File: src/rtl/ps2_pkg.sv
package ps2_pkg;
  localparam int unsigned BYTE_W    = 8;
  localparam int unsigned PAY_BITS  = BYTE_W + 1;  // data + parity
  localparam int unsigned FRAME_LEN = BYTE_W + 3;  // start, data, parity, stop
  localparam logic [BYTE_W-1:0] PFX_EXT = 8'hE0;
  localparam logic [BYTE_W-1:0] PFX_BRK = 8'hF0;

  typedef enum logic [1:0] {
    ST_NONE,
    ST_EXT,
    ST_BRK,
    ST_EXT_BRK
  } pfx_state_e;
endpackage

File: src/rtl/ps2_line_filter.sv
module ps2_line_filter #(
  parameter int unsigned SYNC_STAGES = 2,
  parameter int unsigned FILT_LEN    = 4
) (
  input  logic clk_i,
  input  logic rst_ni,
  input  logic raw_i,
  output logic filt_o
);
  logic [SYNC_STAGES-1:0] sync_q;
  logic [FILT_LEN-1:0]    hist_q;
  logic                   filt_q;

  always_ff @(posedge clk_i or negedge rst_ni) begin
    if (!rst_ni) begin
      sync_q <= '1;
      hist_q <= '1;
      filt_q <= 1'b1;
    end else begin
      sync_q <= {sync_q[SYNC_STAGES-2:0], raw_i};
      hist_q <= {hist_q[FILT_LEN-2:0], sync_q[SYNC_STAGES-1]};
      // change level only after FILT_LEN agreeing samples
      if (&hist_q)       filt_q <= 1'b1;
      else if (~|hist_q) filt_q <= 1'b0;
    end
  end

  assign filt_o = filt_q;
endmodule

File: src/rtl/ps2_frame_rx.sv
module ps2_frame_rx
  import ps2_pkg::*;
#(
  parameter int unsigned TIMEOUT_CYC = 20000
) (
  input  logic              clk_i,
  input  logic              rst_ni,
  input  logic              kclk_i,
  input  logic              kdat_i,
  output logic              byte_vld_o,
  output logic [BYTE_W-1:0] byte_o,
  output logic              err_o
);
  localparam int unsigned WD_W  = $clog2(TIMEOUT_CYC + 1);
  localparam int unsigned CNT_W = $clog2(FRAME_LEN + 1);
  localparam logic [CNT_W-1:0] STOP_IDX = CNT_W'(FRAME_LEN - 1);
  localparam logic [WD_W-1:0]  WD_LAST  = WD_W'(TIMEOUT_CYC - 1);

  logic                kclk_q;
  logic                fall;
  logic                busy_q;
  logic [CNT_W-1:0]    cnt_q;
  logic [PAY_BITS-1:0] sh_q;
  logic [WD_W-1:0]     wd_q;
  logic                vld_q, err_q;
  logic [BYTE_W-1:0]   byte_q;
  logic                frame_ok;

  assign fall     = kclk_q & ~kclk_i;
  assign frame_ok = (^sh_q) & kdat_i;  // odd parity over data+parity, stop high

  always_ff @(posedge clk_i or negedge rst_ni) begin
    if (!rst_ni) begin
      kclk_q <= 1'b1;
      busy_q <= 1'b0;
      cnt_q  <= '0;
      sh_q   <= '0;
      wd_q   <= '0;
      vld_q  <= 1'b0;
      err_q  <= 1'b0;
      byte_q <= '0;
    end else begin
      kclk_q <= kclk_i;
      vld_q  <= 1'b0;
      err_q  <= 1'b0;
      if (fall) begin
        wd_q <= '0;
        if (!busy_q) begin
          if (!kdat_i) begin
            busy_q <= 1'b1;
            cnt_q  <= CNT_W'(1);
          end
        end else if (cnt_q == STOP_IDX) begin
          busy_q <= 1'b0;
          cnt_q  <= '0;
          if (frame_ok) begin
            vld_q  <= 1'b1;
            byte_q <= sh_q[BYTE_W-1:0];
          end else begin
            err_q  <= 1'b1;
          end
        end else begin
          sh_q  <= {kdat_i, sh_q[PAY_BITS-1:1]};
          cnt_q <= cnt_q + CNT_W'(1);
        end
      end else if (busy_q) begin
        if (wd_q == WD_LAST) begin
          busy_q <= 1'b0;
          cnt_q  <= '0;
          wd_q   <= '0;
        end else begin
          wd_q <= wd_q + WD_W'(1);
        end
      end
    end
  end

  assign byte_vld_o = vld_q;
  assign byte_o     = byte_q;
  assign err_o      = err_q;
endmodule

File: src/rtl/ps2_prefix_fsm.sv
module ps2_prefix_fsm
  import ps2_pkg::*;
(
  input  logic              clk_i,
  input  logic              rst_ni,
  input  logic              byte_vld_i,
  input  logic [BYTE_W-1:0] byte_i,
  input  logic              err_i,
  output logic              ev_vld_o,
  output logic [BYTE_W-1:0] ev_code_o,
  output logic              ev_ext_o,
  output logic              ev_brk_o,
  output logic              ev_err_o
);
  pfx_state_e        st_q;
  logic              has_ext, has_brk;
  logic              vld_q, ext_q, brk_q, err_q;
  logic [BYTE_W-1:0] code_q;

  assign has_ext = (st_q == ST_EXT) || (st_q == ST_EXT_BRK);
  assign has_brk = (st_q == ST_BRK) || (st_q == ST_EXT_BRK);

  always_ff @(posedge clk_i or negedge rst_ni) begin
    if (!rst_ni) begin
      st_q   <= ST_NONE;
      vld_q  <= 1'b0;
      err_q  <= 1'b0;
      code_q <= '0;
      ext_q  <= 1'b0;
      brk_q  <= 1'b0;
    end else begin
      vld_q <= 1'b0;
      err_q <= err_i;
      if (err_i) begin
        st_q <= ST_NONE;
      end else if (byte_vld_i) begin
        if (byte_i == PFX_EXT) begin
          st_q <= has_brk ? ST_EXT_BRK : ST_EXT;
        end else if (byte_i == PFX_BRK) begin
          st_q <= has_ext ? ST_EXT_BRK : ST_BRK;
        end else begin
          vld_q  <= 1'b1;
          code_q <= byte_i;
          ext_q  <= has_ext;
          brk_q  <= has_brk;
          st_q   <= ST_NONE;
        end
      end
    end
  end

  assign ev_vld_o  = vld_q;
  assign ev_code_o = code_q;
  assign ev_ext_o  = ext_q;
  assign ev_brk_o  = brk_q;
  assign ev_err_o  = err_q;
endmodule

File: src/rtl/ps2_key_decoder.sv
module ps2_key_decoder
  import ps2_pkg::*;
#(
  parameter int unsigned SYNC_STAGES = 2,
  parameter int unsigned FILT_LEN    = 4,
  parameter int unsigned TIMEOUT_CYC = 20000
) (
  input  logic              clk_i,
  input  logic              rst_ni,
  input  logic              ps2_clk_i,
  input  logic              ps2_data_i,
  output logic              key_valid_o,
  output logic [BYTE_W-1:0] key_code_o,
  output logic              key_ext_o,
  output logic              key_brk_o,
  output logic              frame_err_o
);
  localparam int unsigned N_LINES = 2;  // [0] clock, [1] data

  logic [N_LINES-1:0] raw_lines;
  logic [N_LINES-1:0] filt_lines;
  logic               rx_byte_vld;
  logic [BYTE_W-1:0]  rx_byte;
  logic               rx_err;

  assign raw_lines = {ps2_data_i, ps2_clk_i};

  for (genvar g = 0; g < N_LINES; g++) begin : g_line
    ps2_line_filter #(
      .SYNC_STAGES(SYNC_STAGES),
      .FILT_LEN   (FILT_LEN)
    ) u_flt (
      .clk_i (clk_i),
      .rst_ni(rst_ni),
      .raw_i (raw_lines[g]),
      .filt_o(filt_lines[g])
    );
  end

  ps2_frame_rx #(
    .TIMEOUT_CYC(TIMEOUT_CYC)
  ) u_rx (
    .clk_i     (clk_i),
    .rst_ni    (rst_ni),
    .kclk_i    (filt_lines[0]),
    .kdat_i    (filt_lines[1]),
    .byte_vld_o(rx_byte_vld),
    .byte_o    (rx_byte),
    .err_o     (rx_err)
  );

  ps2_prefix_fsm u_pfx (
    .clk_i     (clk_i),
    .rst_ni    (rst_ni),
    .byte_vld_i(rx_byte_vld),
    .byte_i    (rx_byte),
    .err_i     (rx_err),
    .ev_vld_o  (key_valid_o),
    .ev_code_o (key_code_o),
    .ev_ext_o  (key_ext_o),
    .ev_brk_o  (key_brk_o),
    .ev_err_o  (frame_err_o)
  );
endmodule

File: config.mk
export PLATFORM = sky130hd
export DESIGN_NAME = ps2_key_decoder
export DESIGN_NICKNAME = d
export VERILOG_FILES = /design/src/rtl/ps2_pkg.sv /design/src/rtl/ps2_line_filter.sv /design/src/rtl/ps2_frame_rx.sv /design/src/rtl/ps2_prefix_fsm.sv /design/src/rtl/ps2_key_decoder.sv
export SDC_FILE = /design/constraint.sdc
export NUM_CORES = 1
export LEC_CHECK = 0
export BUFFER_PORTS_ARGS = -buffer_cell sky130_fd_sc_hd__clkbuf_2
export CORE_MARGIN = 1.5
export CORE_UTILIZATION = 50
export CTS_CLUSTER_DIAMETER = 80
export DETAILED_ROUTE_END_ITERATION = 12
export PLACE_DENSITY = 0.67
export SLEW_MARGIN = 25
export SYNTH_ARGS = -nofsm -noshare
export SYNTH_HDL_FRONTEND = slang
export SYNTH_HIERARCHICAL = 1
export SYNTH_SLANG_ARGS = --single-unit
File: constraint.sdc
create_clock -name clk_i -period 3.68 [get_ports clk_i]
set_input_delay 0.552 -clock clk_i [delete_from_list [all_inputs] [get_ports clk_i]]
set_output_delay 0.552 -clock clk_i [all_outputs]
set_load 0.02 [all_outputs]
# ---- Yosys cells after proc, flatten, opt, wreduce, memory -nomap -nowiden
# Cells that the tools add are included.
# Widths: inputs -> output; s select.
dict set report totals {
  ff_bits 68
}
dict set report classes {
  n_reduce_logical 14
  n_addsub 2
  n_eq_ne 10
  mux 37
  bitwise_logic 7
}
# op n
set op_table {}
lappend op_table {{$mux 15} 3}
lappend op_table {{$mux 4} 6}
lappend op_table {{$mux 1} 23}
lappend op_table {{$eq 8x8->1 const B} 2}
lappend op_table {{$reduce_and 4->1} 4}
lappend op_table {{$add 15x1->15 const B} 1}
lappend op_table {{$eq 15x15->1 const B} 1}
lappend op_table {{$mux 2} 5}
lappend op_table {{$reduce_xor 9->1} 1}
lappend op_table {{$reduce_or 4->1} 2}
lappend op_table {{$ne 2x1->1 const B} 3}
lappend op_table {{$reduce_and 3->1} 2}
lappend op_table {{$reduce_bool 2->1} 3}
lappend op_table {{$not 1->1} 5}
lappend op_table {{$add 4x1->4 const B} 1}
lappend op_table {{$eq 2x2->1 const B} 2}
lappend op_table {{$eq 4x4->1 const B} 1}
lappend op_table {{$and 1x1->1} 2}
lappend op_table {{$eq 2x1->1 const B} 1}
lappend op_table {{$logic_or 1x1->1} 2}

# ---- Longest topological paths before layout
# Gate-level depths: netlist of the first run.
dict set report depth {
  word_depth 7
  mapped_depth 8
  depth_no_buf 7
}

# ---- By module
# The synthesis of the first run kept the hierarchy.
# mod n_inst cells_per_inst area_each_um2 seq_area_each_um2
set modules_own_cells {}
lappend modules_own_cells {ps2_frame_rx 1 181 1935.6 1002.2}
lappend modules_own_cells {ps2_prefix_fsm 1 42 589.3 350.3}
lappend modules_own_cells {ps2_line_filter 2 10 210.2 183.9}

# ---- Least setup slack after synthesis of the first run
# Ideal clock, no wire load.
dict set report synth_timing {
  path_type {reg2reg}
  start {register u_rx.sh_q[2]}
  end {register u_rx.byte_q[0], in the netlist u_rx/byte_o[0]}
  path_buffers 1
  setup_slack_ns 1.752
  required_time_ns 3.555
  setup_time_ns 0.125
  synth_period_minus_slack_ns 1.928
  t_arrival_ns 1.804
  stages_incl_launch_ff 7
  cell_sequence {dfrtp_1 xnor2_1 xnor3_1 xnor2_1 nor3b_1 buf_4 mux2_2}
}
dict set report synth_between {
  elab_chain_cells 3
}
# item line
set synth_rtl {}
lappend synth_rtl {{start, declared} ps2_frame_rx.sv:23} ;# logic [PAY_BITS-1:0] sh_q;
lappend synth_rtl {{start signal, assigned} ps2_frame_rx.sv:63} ;# sh_q <= {kdat_i, sh_q[PAY_BITS-1:1]};
lappend synth_rtl {{$reduce_xor 9->1} ps2_frame_rx.sv:30} ;# assign frame_ok = (^sh_q) & kdat_i;
lappend synth_rtl {{$and 1x1->1} ps2_frame_rx.sv:30}
lappend synth_rtl {{$reduce_and 4->1 (no line)} --}
lappend synth_rtl {{end signal, assigned} ps2_frame_rx.sv:58} ;# byte_q <= sh_q[BYTE_W-1:0];
lappend synth_rtl {{end, declared} ps2_frame_rx.sv:26} ;# logic [BYTE_W-1:0] byte_q;
# Every way passes these cells.
# A chain may end at the register's enable or synchronous reset.

# ---- Worst setup path in the final report of the first run
dict set report layout_timing {
  start {register u_rx.wd_q[12]}
  end {register u_rx.wd_q[5]}
}
dict set report layout_between {
  elab_chain_cells 4
}
# item line
set layout_rtl {}
lappend layout_rtl {{start, declared} ps2_frame_rx.sv:24} ;# logic [WD_W-1:0] wd_q;
lappend layout_rtl {{start signal, assigned} ps2_frame_rx.sv:72} ;# wd_q <= wd_q + WD_W'(1);
lappend layout_rtl {{$eq 15x15->1} ps2_frame_rx.sv:67} ;# if (wd_q == WD_LAST) begin
lappend layout_rtl {{$mux 15} ps2_frame_rx.sv:67}
lappend layout_rtl {{$mux 15} ps2_frame_rx.sv:66} ;# end else if (busy_q) begin
lappend layout_rtl {{$mux 15} ps2_frame_rx.sv:46} ;# if (fall) begin
# Every way passes these cells. The select of a mux whose other input is x is not followed.

==> results of run 1 <==
==> cells by family (layout without fill, tap and decap cells) <==
kind of cell             Yosys count  in the layout
AO/OA/AOI/OAI                     49             49
buffers and inverters             17             44
XOR/XNOR                          10             10
adder cells (fa/ha/maj)            3              3
flip-flops                        68             68
multiplexers                      22             22
AND/OR/NAND/NOR                   74             74
==> power by group through the flow <==
stage          clock, mW  combinational, mW  sequential, mW
3_3_place_gp           0              0.402           0.950
3_5_place_dp           0              0.408           0.954
6_report           0.545              0.403           0.944
2_1_floorplan          0              0.350           0.912
4_1_cts            0.558              0.409           0.942
5_1_grt            0.597              0.455           0.958
==> routing by layer <==
| layer | vias up | global-route usage, % | part of all wire, % |
|---|---|---|---|
| met5 | - | 0 | 0 |
| met2 | 30 | 24.7 | 42 |
| met4 | 0 | 9.14 | 1.7 |
| li1 | 913 | - | - |
| met1 | 917 | 25.9 | 52 |
| met3 | 7 | 5.14 | 3.5 |
==> worst max path at each step <==
stage          cells past startpoint  slack [ns]     startpoint              to
4_1_cts                            3        1.50    u_rx/kclk_q    u_rx/sh_q[5]
2_1_floorplan                      6        1.75   u_rx/sh_q[2]  u_rx/byte_o[0]
3_5_place_dp                       5        1.51  u_rx/wd_q[12]    u_rx/wd_q[5]
3_3_place_gp                       3        1.51    u_rx/kclk_q    u_rx/sh_q[4]
5_1_grt                            3        1.34    u_rx/kclk_q    u_rx/sh_q[7]
6_report                           5        1.49  u_rx/wd_q[12]    u_rx/wd_q[5]
==> state kept, by name, indices dropped and copies added (netlist names) <==
| name | cells |
|---|---|
| u_pfx/ev_vld_o | 1 |
| u_rx/cnt_q | 4 |
| g_line.u_flt/hist_q | 8 |
| u_pfx/ev_err_o | 1 |
| u_rx/byte_o | 8 |
| g_line.u_flt/filt_o | 2 |
| u_rx/wd_q | 15 |
| u_pfx/ev_brk_o | 1 |
| u_rx/byte_vld_o | 1 |
| u_rx/err_o | 1 |
| u_rx/kclk_q | 1 |
| u_rx/sh_q | 9 |
| u_rx/busy_q | 1 |
| u_pfx/ev_ext_o | 1 |
| u_pfx/st_q | 2 |
| g_line.u_flt/sync_q | 4 |
| u_pfx/ev_code_o | 8 |
==> placed cells by master (no fill, tap or decap), types with 2 or more instances in the layout <==
| master | instances |
|---|---|
| o21ai_1 | 7 |
| o21ai_0 | 19 |
| clkbuf_2 | 14 |
| a22o_1 | 2 |
| o41ai_2 | 2 |
| mux2_2 | 17 |
| inv_1 | 11 |
| nor2b_1 | 3 |
| nor3_1 | 5 |
| dfrtp_1 | 53 |
| or3_1 | 6 |
| mux2_4 | 5 |
| xnor2_1 | 5 |
| nand4_1 | 6 |
| nand3b_1 | 2 |
| o31ai_1 | 2 |
| nor4_4 | 2 |
| xor2_1 | 4 |
| nor3b_1 | 2 |
| clkbuf_8 | 9 |
| a21oi_1 | 9 |
| o41ai_1 | 2 |
| nand3_1 | 10 |
| and3_1 | 2 |
| nand2_1 | 21 |
| inv_4 | 3 |
| dfstp_2 | 15 |
| nor2_1 | 6 |
| ha_1 | 3 |
| nand2b_1 | 3 |
| buf_4 | 2 |
==> area by class of cell <==
| type | count | area share, % |
|---|---|---|
| flip-flops and latches | 68 | 52.7 |
| multi-input cells | 158 | 35.2 |
| clock buffers | 9 | 3.79 |
| repair buffers | 17 | 2.76 |
| well taps | 72 | 2.76 |
| clock inverters | 7 | 1.49 |
| inverters | 11 | 1.26 |
==> stage by stage <==
| step | hold WS (ns) | cells | setup slack (ns) | total power, mW |
|---|---|---|---|---|
| 4_1_cts | 0.181 | 342 | 1.50 | 1.91 |
| 6_report | 0.172 | 342 | 1.49 | 1.89 |
| 5_1_grt | 0.201 | 342 | 1.34 | 2.01 |
| 2_1_floorplan | 0.256 | 243 | 1.75 | 1.26 |
| 3_5_place_dp | 0.348 | 326 | 1.51 | 1.36 |
| 3_3_place_gp | 0.346 | 326 | 1.51 | 1.35 |
==> key figures, run 1 <==
Critical path
  – Slowest cell on the critical path: or4b_4
  – Critical Path Max Stage Delay: 0.56 ns
  – Critical path arrival: 2.42 ns
  – Critical path's top delay family: simple AND/OR/NAND/NOR gates
  – Critical R2R Launch: u_rx/wd_q[12]
  – WS Path Type: reg2reg
  – R2R Setup Slk: 1.49 ns
  – FF-to-FF End: u_rx/wd_q[5]
  – CP Launch Type: flip-flop
  – Worst reg2reg path depth: 5
  – CP Max Fanout: 9
  – Crit-path cells: or4b_4 > nor4_4 > or2_1 > or3_1 > o21ai_1
  – Buf/Inv on CP: 0
  – CP Data Required Time: 3.91 ns
  – Worst Setup End Kind: flip-flop

Routing
  – Drt total wl: 5.01 mm
  – DRC: 0
  – Vias per inst: 5.46
  – Number of detailed-route iterations in the first pass: 4
  – Routed Antenna Nets: 0
  – Drt wl/cell: 14.6 µm
  – Routed vias: approximately 1900
  – Initial DRC Count: 150

Logic synthesis
  – Net count after synthesis: 250
  – Most numerous cell in the Yosys netlist: dfrtp_1
  – Post-Synth XOR/XNOR Area: 3.44%
  – Mux cell area share after synthesis: 9.05%
  – Synth warn: 6
  – Syn Inst Count: 243
  – EDFF count, synth: 0
  – Simple-gate share of the synthesized area: between 10 and 15%
  – #FFs+latches synth: a little under 70
  – Largest family of logic cells by synthesized area: simple AND/OR/NAND/NOR gates
  – Compound-Gate Fraction of Synth Area: 11.0%
  – Post-synthesis sequential area ratio: between 50% and 60%
  – Area share of the largest cell type after synthesis: 45.0%
  – Synth cell count leaders: 53 x dfrtp_1, 21 x nand2_1, 19 x o21ai_0, 17 x mux2_2, 15 x dfstp_2
  – Avg Cell Area, Syn: 12.1 µm²
  – Async S/R FF share, synth: 100%
  – Mapped Area: 2950 µm²
  – Adder-Cell Fraction of Synth Area: 1.27%
  – Area leader, netlist: dfrtp_1
  – Dominant synthesized flop cell: dfrtp_1
  – Netlist cell types: 43
  – Synth area leaders: dfrtp_1 45%, dfstp_2 13%, mux2_2 6.5%, o21ai_0 3.2%, nand2_1 2.7%

Final layout
  – Multi-input gate area: 1150 µm²
  – N_diodes: 0
  – Fin area: 3260 µm²
  – Register area: about 1700 µm²
  – Layout cells sized above 1: 29.6%
  – Layout area overhead: 10.8%
  – Filler cell count in the final layout: 481
  – Finished Core Util: 58.2%
  – Layout Nets: 272

Clock tree
  – TritonCTS Buffers: 9
  – Clock root buffer: clkbuf_8
  – Reg clk slew, reported paths: 0.08 ns
  – Post_cts resized: 0
  – Post-CTS Hold Buffers: 0
  – Post-CTS setup repair buffer count: 0
  – CTS tree: yes
  – Clk sinks: approximately 70
  – Clock Latency Late Sink: 0.34 ns
  – Clk buf depth: 2
  – H-tree Lvls: 3

Power and ir drop
  – PwrDens: 580 nW/µm²
  – Pint: 1.29 mW
  – Reg power frac: approximately half
  – Sw Share: 32.0%
  – P_leak: 1.46 nW
  – Peak VDD IR: ~0.27 mV
  – Clk pwr share: 28.8%
  – Comb pwr share: between 20% and 30%
  – Switch Pwr: a little over 0.6 mW

Place
  – Placement Cell Area: 3090 µm²
  – Final Wtd Congestion: 0.802
  – Detail Placement HPWL: 3.37 mm
  – IO buf count: 15

Global route
  – Vias in the first global route: 1765
  – GR Overflow Total: 0
  – Initial antenna violation count: 0
  – Largest net degree at the start of global routing: 46
  – GRT Util Overall: between 10% and 20%
  – First-pass GRT wire length: 8.63 mm

Timing
  – Final setup vio count: 0
  – Total negative slack: 0 ns
  – Relative slew slack: 42.0%
  – Final hold violation count: 0
  – Achievable Freq: 456 MHz
  – RSZ-0062 raised after global routing: false
  – Tcrit/Tclk final: 59.5%
  – Slew of the pin with the lowest slew margin: between 0.8 and 0.9 ns
  – Min cycle time layout: ~2.2 ns
  – Fin. max-slew vios: 0
  – Clk_skew: 0.00747 ns

Floorplanning
  – Std-Cell Core Area: 5610 µm²
  – Die width: 79.8 µm
  – Starting Density: 52.5%
  – Num rows: 27
  – Count of boundary I/O pins: 16
  – Die ar.: 6360 µm²
  – Die Y: 79.8 µm

Worst hold path
  – Hold Path Class: in2async

Outcome
  – Status: complete, no violations

Job
  – Max-Cap Viols: 0
No activity file was read; power rests on OpenSTA's default activity.
==> inputs of run 2 (changes only) <==
--- a/config.mk
+++ b/config.mk
@@ -10,7 +10,7 @@
 export CORE_UTILIZATION = 50
 export CTS_CLUSTER_DIAMETER = 80
 export DETAILED_ROUTE_END_ITERATION = 12
-export PLACE_DENSITY = 0.67
+export PLACE_DENSITY = 0.7
 export SLEW_MARGIN = 25
 export SYNTH_ARGS = -nofsm -noshare
 export SYNTH_HDL_FRONTEND = slang
==> constraint.sdc (replaced) <==
create_clock -name clk_i -period 1.9 [get_ports clk_i]
set_input_delay 0.285 -clock clk_i [delete_from_list [all_inputs] [get_ports clk_i]]
set_output_delay 0.285 -clock clk_i [all_outputs]
set_load 0.02 [all_outputs]
==> run 2 against run 1 <==
The flow now finishes with violations (setup timing). Count of clock-buffer cells in the layout increased by 1. Clock skew increased by 0.0017 ns. Setup slack got worse by 1.7 ns. First-iteration DRC count decreased by 31%. Flip-flop and latch count unchanged. Combinational power increased to 3.1 times the previous value. Hold slack got worse by 0.15 ns. Highest routed layer unchanged. Core utilization increased by 5.6 points. Wire length increased by 11%.
==> key figures, run 2 (synthesis results as in run 1) <==
Outcome
  – Status: finished, violations left
  – Violated checks: setup timing

Routing
  – Drt wl/cell: approximately 15 µm
  – Drt total wl: ~5.5 mm
  – Routed Antenna Nets: 0
  – Initial DRC Count: 103
  – Vias per inst: 5.34
  – Routed vias: 1965
  – Number of detailed-route iterations in the first pass: 4
  – DRC: 0

Timing
  – Final setup vio count: 8
  – Fin. max-slew vios: 0
  – Relative slew slack: 57.6%
  – Final hold violation count: 0
  – Slew of the pin with the lowest slew margin: 0.636 ns
  – PnR worst setup slack: -0.166 ns
  – Achievable Freq: ~480 MHz
  – Tcrit/Tclk final: 109%
  – RSZ-0062 raised after global routing: true
  – Hold WS: 0.0197 ns
  – Clk_skew: around 0.009 ns
  – Min cycle time layout: 2.07 ns

Critical path
  – FF-to-FF End: u_rx/byte_o[3]
  – CP Data Required Time: 2.12 ns
  – Slowest cell on the critical path: xnor3_1
  – R2R Setup Slk: -0.17 ns
  – Worst reg2reg path depth: 6
  – CP Launch Type: flip-flop
  – Crit-path cells: xnor2_1 > xnor3_1 > xnor2_2 > nor3b_4 > buf_6 > mux2_4
  – WS Path Type: reg2reg
  – Critical R2R Launch: u_rx/sh_q[2]
  – Critical path arrival: 2.29 ns
  – CP Max Fanout: 5
  – Worst Setup End Kind: flip-flop
  – Critical Path Max Stage Delay: 0.46 ns

Final layout
  – Multi-input gate area: 1200 µm²
  – Filler cell count in the final layout: 440
  – Largest register by flop count: u_rx/wd_q
  – Register area: 1720 µm²
  – N_diodes: 0
  – Commonest cells after routing, fill and taps aside: 53 x dfrtp_1, 23 x buf_4, 21 x nand2_1
  – Non-filler instance count after layout: approximately 370
  – Most common cell after layout, fill and taps aside: dfrtp_1
  – Layout Nets: 298
  – Layout cells sized above 1: 35.8%
  – Largest regs: u_rx/wd_q: 15 flops, u_rx/sh_q: 9 flops
  – Layout area overhead: 21.5%
  – Max reg flops: 15

Power and ir drop
  – Peak VDD IR: 0.719 mV
  – P_leak: 1.64 nW
  – PwrDens: 1200 nW/µm²

Floorplanning
  – Starting Density: a little over half
  – Count of boundary I/O pins: 16
  – Num rows: 27
  – Std-Cell Core Area: 5610 µm²
  – Die ar.: 6360 µm²
  – Die Y: 79.8 µm
  – Die width: about 80 µm

Global route
  – First-pass GRT wire length: roughly 9.4 mm
  – Initial antenna violation count: 0
  – Vias in the first global route: just under 2000
  – Largest net degree at the start of global routing: 28
  – GR Overflow Total: 0
  – GRT Util Overall: 19.9%

Place
  – Detail Placement HPWL: between 3 and 4 mm
  – IO buf count: 15
  – Inst Count DP: 348
  – Final Wtd Congestion: between 0.7 and 0.8

Worst hold path
  – Hold Crit Start: ps2_data_i
  – Hold Path Class: in2reg
  – Hold Path Sink: g_line[1].u_flt/sync_q[0]
  – Worst Hold Depth: 1

Clock tree
  – H-tree Lvls: 3
  – TritonCTS Buffers: 9
  – Clk sinks: 68
  – Clock Latency Late Sink: 0.35 ns
  – Clock root buffer: clkbuf_8
  – CTS tree: yes
  – Clk buf depth: 2
  – Reg clk slew, reported paths: 0.07 ns

Job
  – Max-Cap Viols: 0
run 2: cell count changes in the layout (fill, tap and decap cells not counted), moves of 2 or more:
cell       previous run  this run
buf_4                 2        23
mux2_2               17         9
mux2_4                5        13
buf_6                 0         3
inv_4                 3         0
bufinv_16             0         2
run 2: power by group:
| part | internal (mW) | leakage [nW] | switching [mW] |
|---|---|---|---|
| registers | 1.62 | 0.887 | 0.156 |
| clock network | 0.741 | 0.111 | 0.551 |
| logic | 0.699 | 0.642 | 0.530 |
| total | 3.06 | 1.64 | 1.24 |
run 2: layout make-up:
type / count / share of cell area [%]
clock inverter: 6 / 2.45
timing repair buffer: 43 / 8.71
multi-input combinational: 158 / 33.5
tap: 72 / 2.52
sequential: 68 / 48.1
clock buffer: 10 / 3.57
inverter: 11 / 1.15
run 2: what timing repair did:
item	in CTS	in global routing
hold buffers	1	0
endpoints found under the hold margin	20	0
setup endpoints to repair	8	13
buffers inserted	1	1
gates resized for setup	7	8
cloned	1	0
pin swaps	3	1
run 2: metal layers:
| metal | vias to the layer above | routed length (µm) | track usage [%] |
|---|---|---|---|
| met5 | - | 0 | 0 |
| met4 | 0 | 70 | 6.21 |
| met3 | 6 | 185 | 7.54 |
| met2 | 22 | 2640 | 30.3 |
| met1 | 970 | 2650 | 26.3 |
| li1 | 967 | - | - |
run 2: worst max-delay path by stage:
| stage | from | end | slack (ns) | cells after the start |
|---|---|---|---|---|
| after floorplan | u_rx/sh_q[2] | u_rx/byte_o[0] | 0.005 | 6 |
| after global placement | u_rx/sh_q[2] | u_rx/byte_o[2] | -0.07 | 6 |
| after detailed placement | u_rx/sh_q[2] | u_rx/byte_o[1] | -0.21 | 6 |
| after CTS | u_rx/sh_q[7] | u_rx/byte_o[7] | -0.15 | 6 |
| after global routing | u_rx/sh_q[2] | u_rx/byte_o[3] | -0.22 | 6 |
| final | u_rx/sh_q[2] | u_rx/byte_o[3] | -0.17 | 6 |
run 2: worst max-delay path: cells and delay by family (launching register included):
| family | cells | cell delay (ns) |
|---|---|---|
| xor+xnor | 3 | 0.81 |
| simple gates | 1 | 0.27 |
| mux | 1 | 0.30 |
| buf+inv | 1 | 0.17 |
| flops | 1 | 0.40 |
run 2: per-stage QoR:
step | utilization, % | power [mW] | cell area [µm²] | worst slack [ns] | TNS, ns
6_report | 63.8 | 4.30 | 3580 | -0.166 | -1.20
5_1_grt | 63.8 | 4.51 | 3580 | -0.219 | -1.65
4_1_cts | 63.1 | 4.30 | 3540 | -0.152 | -1.14
3_5_place_dp | 58.4 | 2.90 | 3270 | -0.208 | -1.59
3_3_place_gp | 58.4 | 2.86 | 3270 | -0.0690 | -0.548
2_1_floorplan | - | 2.45 | 2950 | 0.00546 | 0
